--- src/rtl/i2cm_pkg.sv ---
package i2cm_pkg;
  localparam int DW    = 8;
  localparam int NSLOT = 6;

  // slot indices: order fixes the byte offset (index * stride)
  localparam int IX_OWN = 0;
  localparam int IX_DIV = 1;
  localparam int IX_CTL = 2;
  localparam int IX_STS = 3;
  localparam int IX_DAT = 4;
  localparam int IX_FLT = 5;

  localparam logic [DW-1:0] MSK_OWN = 8'hFE;
  localparam logic [DW-1:0] MSK_DIV = 8'h3F;
  localparam logic [DW-1:0] MSK_CTL = 8'hFC;
  localparam logic [DW-1:0] MSK_STS = 8'hED;
  localparam logic [DW-1:0] STS_RST = 8'h81;
  localparam logic [DW-1:0] NO_ADDR = 8'hFF;
  localparam logic [DW-1:0] RX_FAIL = 8'hFF;

  localparam int CB_EN = 7;
  localparam int CB_IE = 6;
  localparam int CB_MS = 5;
  localparam int CB_TX = 4;
  localparam int CB_RS = 2;

  localparam int SB_TC  = 7;
  localparam int SB_BB  = 5;
  localparam int SB_IF  = 1;
  localparam int SB_NAK = 0;

  typedef enum logic [1:0] {
    OP_START = 2'd0,
    OP_SEND  = 2'd1,
    OP_RECV  = 2'd2,
    OP_STOP  = 2'd3
  } eng_op_e;

  typedef logic [NSLOT-1:0][DW-1:0] reg_bank_t;

  function automatic int slot_offset(input int idx, input int stride);
    return idx * stride;
  endfunction

  function automatic logic [DW-1:0] masked(input logic [DW-1:0] v, input logic [DW-1:0] m);
    return v & m;
  endfunction

  function automatic logic irq_level(input logic [DW-1:0] ctl, input logic [DW-1:0] sts);
    return ctl[CB_EN] & ctl[CB_IE] & sts[SB_IF];
  endfunction
endpackage

--- src/rtl/i2cm_decode.sv ---
module i2cm_decode
  import i2cm_pkg::*;
#(
  parameter int AW     = 5,
  parameter int STRIDE = 4
) (
  input  logic [AW-1:0] addr,
  input  reg_bank_t     bank,
  output logic [NSLOT-1:0] hit,
  output logic [DW-1:0] rdata
);
  genvar gi;
  generate
    for (gi = 0; gi < NSLOT; gi++) begin : g_slot
      localparam int OFS = slot_offset(gi, STRIDE);
      assign hit[gi] = (addr == AW'(OFS));
    end
  endgenerate

  always_comb begin
    rdata = '0;
    for (int i = 0; i < NSLOT; i++) begin
      if (hit[i]) rdata = rdata | bank[i];
    end
  end
endmodule

--- src/rtl/i2cm_regs.sv ---
module i2cm_regs
  import i2cm_pkg::*;
(
  input  logic             clk,
  input  logic             rst_n,
  input  logic [NSLOT-1:0] wr,
  input  logic [DW-1:0]    wdata,
  input  logic             rs_consume,
  input  logic             ev_tx_ack,
  input  logic             ev_nak,
  input  logic             ev_rx_ok,
  input  logic             ev_rx_fail,
  input  logic [DW-1:0]    rx_byte,
  output reg_bank_t        bank,
  output logic             soft_rst,
  output logic             ctl_wr,
  output logic             dat_wr_ok,
  output logic             irq
);
  logic [DW-1:0] own_q, div_q, ctl_q, sts_q, dat_q, flt_q;
  logic [DW-1:0] ctl_d, sts_d;

  assign soft_rst  = wr[IX_CTL] & ctl_q[CB_EN] & ~wdata[CB_EN];
  assign ctl_wr    = wr[IX_CTL] & ~soft_rst;
  assign dat_wr_ok = wr[IX_DAT] & ctl_q[CB_EN];

  always_comb begin
    ctl_d = ctl_q;
    if (ctl_wr) begin
      ctl_d = masked(wdata, MSK_CTL);
      if (rs_consume) ctl_d[CB_RS] = 1'b0;
    end
  end

  always_comb begin
    sts_d = sts_q;
    if (wr[IX_STS]) sts_d = masked(wdata, MSK_STS);
    if (ctl_wr)     sts_d[SB_BB] = wdata[CB_MS];
    if (ev_tx_ack) begin
      sts_d[SB_NAK] = 1'b0;
      sts_d[SB_TC]  = 1'b1;
      sts_d[SB_IF]  = 1'b1;
    end
    if (ev_nak) sts_d[SB_NAK] = 1'b1;
    if (ev_rx_ok) begin
      sts_d[SB_TC] = 1'b1;
      sts_d[SB_IF] = 1'b1;
    end
  end

  always_ff @(posedge clk or negedge rst_n) begin
    if (!rst_n) begin
      own_q <= '0;
      div_q <= '0;
      ctl_q <= '0;
      sts_q <= STS_RST;
      dat_q <= '0;
      flt_q <= '0;
    end else if (soft_rst) begin
      div_q <= '0;
      ctl_q <= '0;
      sts_q <= STS_RST;
      dat_q <= '0;
      flt_q <= '0;
    end else begin
      if (wr[IX_OWN]) own_q <= masked(wdata, MSK_OWN);
      if (wr[IX_DIV]) div_q <= masked(wdata, MSK_DIV);
      if (wr[IX_FLT]) flt_q <= wdata;
      ctl_q <= ctl_d;
      sts_q <= sts_d;
      if (dat_wr_ok)       dat_q <= wdata;
      else if (ev_rx_ok)   dat_q <= rx_byte;
      else if (ev_rx_fail) dat_q <= RX_FAIL;
    end
  end

  always_comb begin
    bank         = '0;
    bank[IX_OWN] = own_q;
    bank[IX_DIV] = div_q;
    bank[IX_CTL] = ctl_q;
    bank[IX_STS] = sts_q;
    bank[IX_DAT] = dat_q;
    bank[IX_FLT] = flt_q;
  end

  assign irq = irq_level(ctl_q, sts_q);

  AST_SOFT_KEEPS_OWN: assert property (@(posedge clk) disable iff (!rst_n)
    soft_rst |=> (own_q == $past(own_q)) && (sts_q == STS_RST) && (ctl_q == '0));
  AST_DISABLED_DATA: assert property (@(posedge clk) disable iff (!rst_n)
    (wr[IX_DAT] && !ctl_q[CB_EN]) |=> (dat_q == $past(dat_q)));
  AST_BUSY_TRACKS_MASTER: assert property (@(posedge clk) disable iff (!rst_n)
    ctl_wr |=> (sts_q[SB_BB] == $past(wdata[CB_MS])));
  AST_RS_SELF_CLEAR: assert property (@(posedge clk) disable iff (!rst_n)
    (ctl_wr && rs_consume) |=> !ctl_q[CB_RS]);
  AST_STS_WRITE_DROPS_IRQ: assert property (@(posedge clk) disable iff (!rst_n)
    (wr[IX_STS] && !ev_tx_ack && !ev_rx_ok) |=> !irq);
endmodule

--- src/rtl/i2cm_phase.sv ---
module i2cm_phase
  import i2cm_pkg::*;
(
  input  logic          clk,
  input  logic          rst_n,
  input  logic          soft_rst,
  input  logic          ctl_wr,
  input  logic [DW-1:0] wdata,
  input  logic          dat_wr_ok,
  input  logic          dat_rd_ok,
  input  logic          ctl_ms,
  input  logic          ctl_tx,
  input  logic          eng_done,
  input  logic          eng_ack,
  input  logic [DW-1:0] eng_rdata,
  output logic          eng_req,
  output logic [1:0]    eng_op,
  output logic [DW-1:0] eng_wdata,
  output logic          pending,
  output logic          rs_consume,
  output logic          ev_tx_ack,
  output logic          ev_nak,
  output logic          ev_rx_ok,
  output logic          ev_rx_fail,
  output logic [DW-1:0] rx_byte
);
  logic [DW-1:0] tag_q;
  logic          stale_q;
  eng_op_e       pend_op_q, req_op_q, launch_op;
  logic          open_xfer, ms_drop_stop, nak_stop, stop_now;
  logic          launch_start, launch_send, launch_recv, launch;
  logic          done_seen, live_done, pend_is_tx;

  assign open_xfer    = (tag_q != NO_ADDR);
  assign ms_drop_stop = ctl_wr & ~wdata[CB_MS] & open_xfer;
  assign rs_consume   = ctl_wr & wdata[CB_MS] & wdata[CB_RS] & open_xfer;

  assign launch_start = dat_wr_ok & ctl_ms & ~open_xfer;
  assign launch_send  = dat_wr_ok & ctl_ms & open_xfer;
  assign launch_recv  = dat_rd_ok & ctl_ms & ~ctl_tx;
  assign launch       = launch_start | launch_send | launch_recv;

  always_comb begin
    launch_op = OP_RECV;
    if (launch_start)     launch_op = OP_START;
    else if (launch_send) launch_op = OP_SEND;
  end

  assign done_seen  = eng_done & pending;
  assign live_done  = done_seen & ~stale_q;
  assign pend_is_tx = (pend_op_q == OP_START) || (pend_op_q == OP_SEND);

  assign ev_tx_ack  = live_done & pend_is_tx & eng_ack;
  assign ev_nak     = live_done & pend_is_tx & ~eng_ack;
  assign ev_rx_ok   = live_done & (pend_op_q == OP_RECV) & eng_ack;
  assign ev_rx_fail = live_done & (pend_op_q == OP_RECV) & ~eng_ack;
  assign rx_byte    = eng_rdata;

  assign nak_stop = ev_nak & (pend_op_q == OP_SEND);
  assign stop_now = ms_drop_stop | rs_consume | nak_stop;

  always_ff @(posedge clk or negedge rst_n) begin
    if (!rst_n) begin
      tag_q     <= NO_ADDR;
      stale_q   <= 1'b0;
      pending   <= 1'b0;
      pend_op_q <= OP_START;
      req_op_q  <= OP_START;
      eng_req   <= 1'b0;
      eng_wdata <= '0;
    end else if (soft_rst) begin
      tag_q   <= NO_ADDR;
      eng_req <= 1'b0;
      if (done_seen) begin
        pending <= 1'b0;
        stale_q <= 1'b0;
      end else begin
        stale_q <= pending;
      end
    end else begin
      eng_req <= launch | stop_now;
      if (launch) begin
        req_op_q  <= launch_op;
        pend_op_q <= launch_op;
        pending   <= 1'b1;
        stale_q   <= 1'b0;
        if (dat_wr_ok) eng_wdata <= wdata;
      end else begin
        if (stop_now) req_op_q <= OP_STOP;
        if (done_seen) begin
          pending <= 1'b0;
          stale_q <= 1'b0;
        end
      end
      if (ms_drop_stop || rs_consume)
        tag_q <= NO_ADDR;
      else if (ev_tx_ack && pend_op_q == OP_START)
        tag_q <= eng_wdata;
    end
  end

  assign eng_op = req_op_q;

  AST_ONE_OUTSTANDING: assert property (@(posedge clk) disable iff (!rst_n)
    (pending && !done_seen) |=> !(eng_req && eng_op != OP_STOP));
  AST_NAK_THEN_STOP: assert property (@(posedge clk) disable iff (!rst_n)
    (nak_stop && !soft_rst) |=> (eng_req && eng_op == OP_STOP));
  AST_DROP_MASTER_REOPENS: assert property (@(posedge clk) disable iff (!rst_n)
    (ctl_wr && !wdata[CB_MS]) |=> (tag_q == NO_ADDR));
  AST_STALE_SILENT: assert property (@(posedge clk) disable iff (!rst_n)
    (done_seen && stale_q) |-> !(ev_tx_ack || ev_nak || ev_rx_ok || ev_rx_fail));
endmodule

--- src/rtl/i2c_host_ctrl.sv ---
module i2c_host_ctrl
  import i2cm_pkg::*;
#(
  parameter int AW     = 5,
  parameter int STRIDE = 4
) (
  input  logic          clk,
  input  logic          rst_n,
  input  logic          bus_en,
  input  logic          bus_wr,
  input  logic [AW-1:0] bus_addr,
  input  logic [7:0]    bus_wdata,
  output logic [7:0]    bus_rdata,
  output logic          dat_ready,
  output logic          eng_req,
  output logic [1:0]    eng_op,
  output logic [7:0]    eng_wdata,
  input  logic          eng_done,
  input  logic          eng_ack,
  input  logic [7:0]    eng_rdata,
  output logic          irq
);
  reg_bank_t        bank;
  logic [NSLOT-1:0] hit, wr;
  logic             pending, soft_rst, ctl_wr, dat_wr_ok, dat_rd_ok;
  logic             rs_consume, ev_tx_ack, ev_nak, ev_rx_ok, ev_rx_fail;
  logic [DW-1:0]    rx_byte;

  i2cm_decode #(.AW(AW), .STRIDE(STRIDE)) u_decode (
    .addr  (bus_addr),
    .bank  (bank),
    .hit   (hit),
    .rdata (bus_rdata)
  );

  genvar gi;
  generate
    for (gi = 0; gi < NSLOT; gi++) begin : g_wr
      if (gi == IX_DAT) begin : g_gated
        assign wr[gi] = bus_en & bus_wr & hit[gi] & ~pending;
      end else begin : g_plain
        assign wr[gi] = bus_en & bus_wr & hit[gi];
      end
    end
  endgenerate

  assign dat_rd_ok = bus_en & ~bus_wr & hit[IX_DAT] & ~pending;
  assign dat_ready = ~pending;

  i2cm_regs u_regs (
    .clk        (clk),
    .rst_n      (rst_n),
    .wr         (wr),
    .wdata      (bus_wdata),
    .rs_consume (rs_consume),
    .ev_tx_ack  (ev_tx_ack),
    .ev_nak     (ev_nak),
    .ev_rx_ok   (ev_rx_ok),
    .ev_rx_fail (ev_rx_fail),
    .rx_byte    (rx_byte),
    .bank       (bank),
    .soft_rst   (soft_rst),
    .ctl_wr     (ctl_wr),
    .dat_wr_ok  (dat_wr_ok),
    .irq        (irq)
  );

  i2cm_phase u_phase (
    .clk        (clk),
    .rst_n      (rst_n),
    .soft_rst   (soft_rst),
    .ctl_wr     (ctl_wr),
    .wdata      (bus_wdata),
    .dat_wr_ok  (dat_wr_ok),
    .dat_rd_ok  (dat_rd_ok),
    .ctl_ms     (bank[IX_CTL][CB_MS]),
    .ctl_tx     (bank[IX_CTL][CB_TX]),
    .eng_done   (eng_done),
    .eng_ack    (eng_ack),
    .eng_rdata  (eng_rdata),
    .eng_req    (eng_req),
    .eng_op     (eng_op),
    .eng_wdata  (eng_wdata),
    .pending    (pending),
    .rs_consume (rs_consume),
    .ev_tx_ack  (ev_tx_ack),
    .ev_nak     (ev_nak),
    .ev_rx_ok   (ev_rx_ok),
    .ev_rx_fail (ev_rx_fail),
    .rx_byte    (rx_byte)
  );

  AST_REQ_AFTER_WAIT: assert property (@(posedge clk) disable iff (!rst_n)
    (bus_en && hit[IX_DAT] && pending && !eng_done) |=> !(eng_req && eng_op != 2'd3));
endmodule

--- config.mk ---
export PLATFORM = sky130hd
export DESIGN_NAME = i2c_host_ctrl
export DESIGN_NICKNAME = d
export VERILOG_FILES = /design/src/rtl/i2cm_pkg.sv /design/src/rtl/i2cm_decode.sv /design/src/rtl/i2cm_regs.sv /design/src/rtl/i2cm_phase.sv /design/src/rtl/i2c_host_ctrl.sv
export SDC_FILE = /design/constraint.sdc
export NUM_CORES = 1
export LEC_CHECK = 0
export CELL_PAD_IN_SITES_DETAIL_PLACEMENT = 2
export CELL_PAD_IN_SITES_GLOBAL_PLACEMENT = 2
export CORE_UTILIZATION = 37
export DETAILED_ROUTE_END_ITERATION = 12
export PLACE_DENSITY_LB_ADDON = 0.15
export SYNTH_ARGS = -nofsm -noshare
export SYNTH_HDL_FRONTEND = slang
export SYNTH_SLANG_ARGS = --single-unit
--- constraint.sdc ---
create_clock -name clk -period 3.6 [get_ports clk]
set_input_delay 0.72 -clock clk [delete_from_list [all_inputs] [get_ports clk]]
set_output_delay 0.72 -clock clk [all_outputs]
set_load 0.01 [all_outputs]
==> impl_metrics.yaml, run 1 <==
synthesis:
  yosys_warnings: 0
  syn_nets: 318
  syn_inst: 291
  synthTopCellsByArea: "dfrtp_1 (44%), mux2i_1 (11%), dfstp_2 (8.4%)"
  syn_area_per_cell_sq_um: 10.79
  ys_types: 41
  synth_top_area_frac: 0.4382
  synth_edf_count: 0
  yosysTopAreaCell: "dfrtp_1"
  synth-main-ff-cell: "dfrtp_1"
  synth_area_sq_um: 3141
  ys_ff_latch: 65
  ys_seq_area_frac: 0.5219
  ys_async_sr_fraction: 1.000
place:
  gp_congestion: 0.7582
  numPortBuffers: 47
  dpl.cell_count: 447
  hpwl_um: 7256
routing:
  drtPass1Iterations: 4
  drtIter0Drc: 95
  via_per_inst: 5.581
  finalWirelength_um: 10210
  via_count: 2584
  drc: 0
  wl_per_cell_um: 22.06
  ant_nets: 0
global_route:
  grt.total_usage: 0.2554
  grt_pass1_vias: 2904
  grt_max_degree: 24
  grt_pass1_wl_um: 16450
  grt_antenna_before_repair: 0
  grt_overflow: 0
final_layout:
  area_growth_pct: 27.25
  nNetsFinal: 381
  antennaDiodeCount: 0
  drive_gt1_frac: 0.1732
  stdcell_count: 463
  final_common_cell: "dfrtp_1"
  mostFrequentLayoutCells: "dfrtp_1 (55), clkdlybuf4s50_1 (43), mux2i_1 (33)"
  nFillCells: 870
timing:
  fin_setup_tns_ps: 0
  max_slew_margin: 0.5807
  tightest_slew_ps: 627.7
  period_needed_ps: 3499
  slew_violations: 0
  setup_violations: 0
  fin_skew_ps: 9.386
  max_freq_mhz: 285.8
  hold_violations: 0
  period_share: 0.9719
cts:
  numCtsBuffers: 9
  cts-root-buf: "clkbuf_8"
  clk_pin_slew_ps: 70
  htreeDepth: 3
  insertion_delay_ps: 340
  cts.sinks: 65
  clockBufferDepth: 2
  cts_tree: "done"
floorplanning:
  row_count: 33
  dieWidth_um: 94.13
  fp.dieH_um: 94.13
  num_io_pins: 48
  core-area_sq_um: 8217
  dieArea_sq_um: 8860
  start_util: 0.3822
worst_setup_path:
  reg2reg_from: "u_phase.pending"
  cp-start-kind: "input pin"
  cpMostUsedCell: "clkdlybuf4s50_1"
  path_max_fanout: 5
  crit_required_ps: 2880
  rrSetupSlack_ps: 1650
  path_class: "in2out"
  slowest_stage: "clkdlybuf4s50_1"
  cp.arrival_ps: 2780
  endpoint_kind: "primary output"
  critical-path-top-delay-family: "buffers and inverters"
  reg2reg_depth: 4
  r2r_end: "u_phase.tag_q[2]"
  crit_buf_inv: 3
  cp_slowest_stage_delay_ps: 540
  crit_chain: "clkdlybuf4s50_1, or3_1, nor3_2, buf_4, a22oi_1, nand3_1, clkdlybuf4s50_1"
pwr:
  p_int_mw: 1.268
  p_leak_nw: 1.985
  ir_drop_v: 0.0002071
  clkPwrFrac: 0.371
  p_total_mw: 1.697
  power_frac_seq: 0.515
  power_switching_mw: 0.4290
  switching_share: 0.2528
  combPwrFrac: 0.115
  p_per_area_nw_per_um2: 424.6
hold_path:
  worstHoldPathType: "in2async"
flow_run:
  max_cap_violations: 0
status:
  status: "finished clean"
[sequential cells by signal (all words and copies together) (netlist names)]
signal,flops
u_regs.sts_q,7
u_regs.ctl_q,6
u_phase.tag_q,8
u_phase.eng_op,2
u_regs.flt_q,8
u_regs.own_q,7
u_regs.dat_q,8
u_phase.pend_op_q,2
u_phase.stale_q,1
u_phase.eng_req,1
u_phase.eng_wdata,8
u_regs.div_q,6
u_phase.pending,1
[synthesized netlist by cell type (2+ instances only)]
library cell and number:
dfrtp_1 55, mux2i_1 33, nor2_1 31, nand2_1 30, a22oi_1 17, mux2_2 16, o21ai_0 16, a21oi_1 10
dfstp_2 10, nand3_1 10, inv_1 6, clkbuf_1 5, nor3_1 4, or3_1 4, a211oi_1 3, nand2b_1 3
a222oi_1 2, and2_1 2, and3_1 2, buf_2 2, buf_6 2, nand3b_1 2, nand4_1 2, nand4bb_1 2
nor3b_1 2, o211ai_1 2, o21bai_1 2, or2_2 2, or3b_2 2
[per-layer routing]
layer / global-route usage / wire length (um)
met4: 0.07949 / 105
met2: 0.4276 / 5057
met1: 0.3409 / 4732
met5: 0 / 0
met3: 0.03479 / 316
[cells by family (layout without fill, tap and decap cells)]
kind of cell,count (synthesis),in the layout,synth area share
muxes,49,49,0.1625
DFF,65,65,0.5219
buffers and inverters,15,82,0.02351
AOI/OAI and AO/OA,57,57,0.1247
and+or+nand+nor,105,105,0.1673
[power groups by stage]
stage	combinational, mW	sequential, mW	clock, mW
detailed placement	0.197	0.885	0
finish	0.195	0.873	0.629
floorplan	0.0965	0.866	0
global placement	0.184	0.880	0
global route	0.218	0.882	0.672
CTS	0.199	0.873	0.643
[through the flow]
step	hold WS (ps)	setup slack [ps]	cell area (sq um)	util
finish	359.9	101.0	3996	0.4864
global route	388.5	-35.13	3996	0.4864
CTS	356.6	33.13	3979	0.4842
detailed placement	499.2	43.77	3784	0.4605
global placement	469.1	113.3	3784	0.4605
floorplan	424.4	1026	3141	-
[timing repair]
item	CTS	global route
endpoints found under the hold margin	0	0
endpoints found under the setup margin	0	7
buffers inserted	0	1
gates resized for setup	0	4
hold buffers	0	0
[layout make-up]
class                   count  area (sq um)  share of cell area
flip-flops and latches     65          1639              0.4101
multi-input cells         211          1430              0.3579
repair buffers             61         578.1              0.1446
clock buffers              12         155.1             0.03882
well taps                 105         131.4             0.03287
clock inverters             3         40.04             0.01002
inverters                   6         22.52            0.005636
[worst max path at each step]
| stage | startpoint | slack (ps) | endpoint | cells after the start |
|---|---|---|---|---|
| floorplan | bus_addr[1] | 1030 | bus_rdata[1] | 4 |
| global route | bus_addr[2] | -40 | bus_rdata[2] | 7 |
| finish | bus_addr[2] | 100 | bus_rdata[2] | 7 |
| detailed placement | bus_addr[2] | 40 | bus_rdata[7] | 7 |
| CTS | bus_addr[2] | 30 | bus_rdata[7] | 7 |
| global placement | bus_addr[2] | 110 | bus_rdata[0] | 7 |
No activity file was read; power rests on OpenSTA's default activity.
==> inputs of run 2 (changes only) <==
--- a/config.mk
+++ b/config.mk
@@ -7,7 +7,7 @@
 export LEC_CHECK = 0
 export CELL_PAD_IN_SITES_DETAIL_PLACEMENT = 2
 export CELL_PAD_IN_SITES_GLOBAL_PLACEMENT = 2
-export CORE_UTILIZATION = 37
+export CORE_UTILIZATION = 35
 export DETAILED_ROUTE_END_ITERATION = 12
 export PLACE_DENSITY_LB_ADDON = 0.15
 export SYNTH_ARGS = -nofsm -noshare
==> constraint.sdc (replaced) <==
create_clock -name clk -period 3.8 [get_ports clk]
set_input_delay 0.76 -clock clk [delete_from_list [all_inputs] [get_ports clk]]
set_output_delay 0.76 -clock clk [all_outputs]
set_load 0.01 [all_outputs]
==> run 2 against run 1 <==
- non-clock buffer count shrank 1
- core utilization is 3.1 points lower
- global-route usage down 2.7 points
- combinational power decreased by 8%
- worst hold slack improved by 140 ps
- worst setup slack better by 97 ps
- first-iteration DRC count is 7.4% lower
- total power shrank 7.8%
- die area rose by 5.6%
- flip-flop and latch count unchanged
- highest routed layer unchanged
==> impl_metrics.yaml, run 2 (synthesis results as in run 1) <==
cts:
  numCtsBuffers: 9
  insertion_delay_ps: 340
  clockBufferDepth: 2
  post-cts-setup-buffers: 0
  cts_hold_buf: 0
  clk_pin_slew_ps: 70
  cts.sinks: 65
  ctsResizeCount: 0
  htreeDepth: 3
  cts_tree: "done"
  cts-root-buf: "clkbuf_8"
worst_setup_path:
  path_class: "in2out"
  endpoint_kind: "primary output"
  crit_required_ps: 3040
  path_max_fanout: 6
  cp-start-kind: "input pin"
  cp.arrival_ps: 2840
  reg2reg_depth: 3
  reg2reg_from: "u_phase.pending"
  crit_path_start: "bus_addr[2]"
timing:
  period_share: 0.9480
  hold_violations: 0
  setup_violations: 0
  max_slew_margin: 0.4242
  period_needed_ps: 3602
  tightest_slew_ps: 863.7
  fin_setup_tns_ps: 0
  slew_violations: 0
  max_freq_mhz: 277.6
  fin_skew_ps: 14.90
  rsz0062_at_grt: "no"
flow_run:
  max_cap_violations: 0
global_route:
  grt_pass1_wl_um: 16160
  grt_overflow: 0
  grt.total_usage: 0.2283
  grt_max_degree: 66
  grt_antenna_before_repair: 0
  grt_pass1_vias: 2861
final_layout:
  nNetsFinal: 380
  stdcell_count: 466
  final_common_cell: "dfrtp_1"
  stdcell_area_sq_um: 3973
  area_growth_pct: 26.49
  mostFrequentLayoutCells: "dfrtp_1 (55), clkdlybuf4s50_1 (46), mux2i_1 (33)"
  antennaDiodeCount: 0
  drive_gt1_frac: 0.1704
hold_path:
  hp-start: "u_regs.ctl_q[3]"
  whs_path_depth: 2
  worstHoldPathType: "reg2reg"
routing:
  wl_per_cell_um: 21.09
  via_count: 2594
  via_per_inst: 5.567
  drtPass1Iterations: 4
  ant_nets: 0
  finalWirelength_um: 9828
  drc: 0
  drtIter0Drc: 88
pwr:
  p_per_area_nw_per_um2: 394.1
  ir_drop_v: 0.0002306
  p_leak_nw: 1.915
  p_total_mw: 1.565
floorplanning:
  fp.dieH_um: 96.73
  row_count: 34
  dieWidth_um: 96.73
  dieArea_sq_um: 9356
  num_io_pins: 48
  start_util: 0.3601
  core-area_sq_um: 8721
place:
  dpl.cell_count: 450
  hpwl_um: 6900
  gp_congestion: 0.7745
  numPortBuffers: 47
  place_area_sq_um: 3787
status:
  status: "finished clean"
==> run 2: metal layers <==
| metal | wire [um] | track usage |
|---|---|---|
| met5 | 0 | 0 |
| met4 | 173 | 0.07922 |
| met3 | 343 | 0.04408 |
| met2 | 4692 | 0.3581 |
| met1 | 4617 | 0.3158 |
==> run 2: critical path, cell delays in order <==
cell,delay (ps)
clkdlybuf4s50_1,500
or3b_2,500
nor3_1,160
buf_4,190
a22oi_1,90
nand2_1,90
clkdlybuf4s50_1,550
==> run 2: worst paths after layout <==
check | end | slack (ps)
max reg2reg | u_phase.eng_wdata[4] | 1850
max in group asynchronous | u_phase.eng_wdata[5] | 2620
min reg2reg | u_regs.ctl_q[3] | 500
max | bus_rdata[0] | 200
min in group asynchronous | u_regs.flt_q[3] | 590
min | u_regs.ctl_q[3] | 500
==> run 2: area by class of cell <==
type,instances,area [sq um]
Fill cell,933,4748
Sequential cell,65,1639
Multi-Input combinational cell,211,1428
Timing Repair Buffer,60,563.0
Clock buffer,14,172.7
Tap cell,108,135.1
Inverter,6,22.52
Clock inverter,2,12.51
==> run 2: metrics by stage <==
stage | hold WS, ps | util | setup slack [ps]
after global routing | 526.5 | 0.4555 | 92.73
after floorplan | 450.7 | - | 1146
after CTS | 500.6 | 0.4555 | 191.7
after global placement | 465.2 | 0.4343 | 237.2
after detailed placement | 485.0 | 0.4343 | 208.4
final | 497.7 | 0.4555 | 197.6
==> run 2: power breakdown <==
group	switching [mW]	total (mW)	leakage [nW]	internal, mW
clock	0.268	0.559	0.0927	0.290
combinational	0.0907	0.180	0.983	0.0898
sequential	0.0493	0.826	0.838	0.777
total	0.408	1.57	1.91	1.16
==> inputs of run 3 (changes only) <==
--- a/config.mk
+++ b/config.mk
@@ -5,6 +5,7 @@
 export SDC_FILE = /design/constraint.sdc
 export NUM_CORES = 1
 export LEC_CHECK = 0
+export ABC_AREA = 0
 export CELL_PAD_IN_SITES_DETAIL_PLACEMENT = 2
 export CELL_PAD_IN_SITES_GLOBAL_PLACEMENT = 2
 export CORE_UTILIZATION = 35
==> results of run 3 <==
Same layout as run 2: the final DEF is identical, and so are final timing and power.
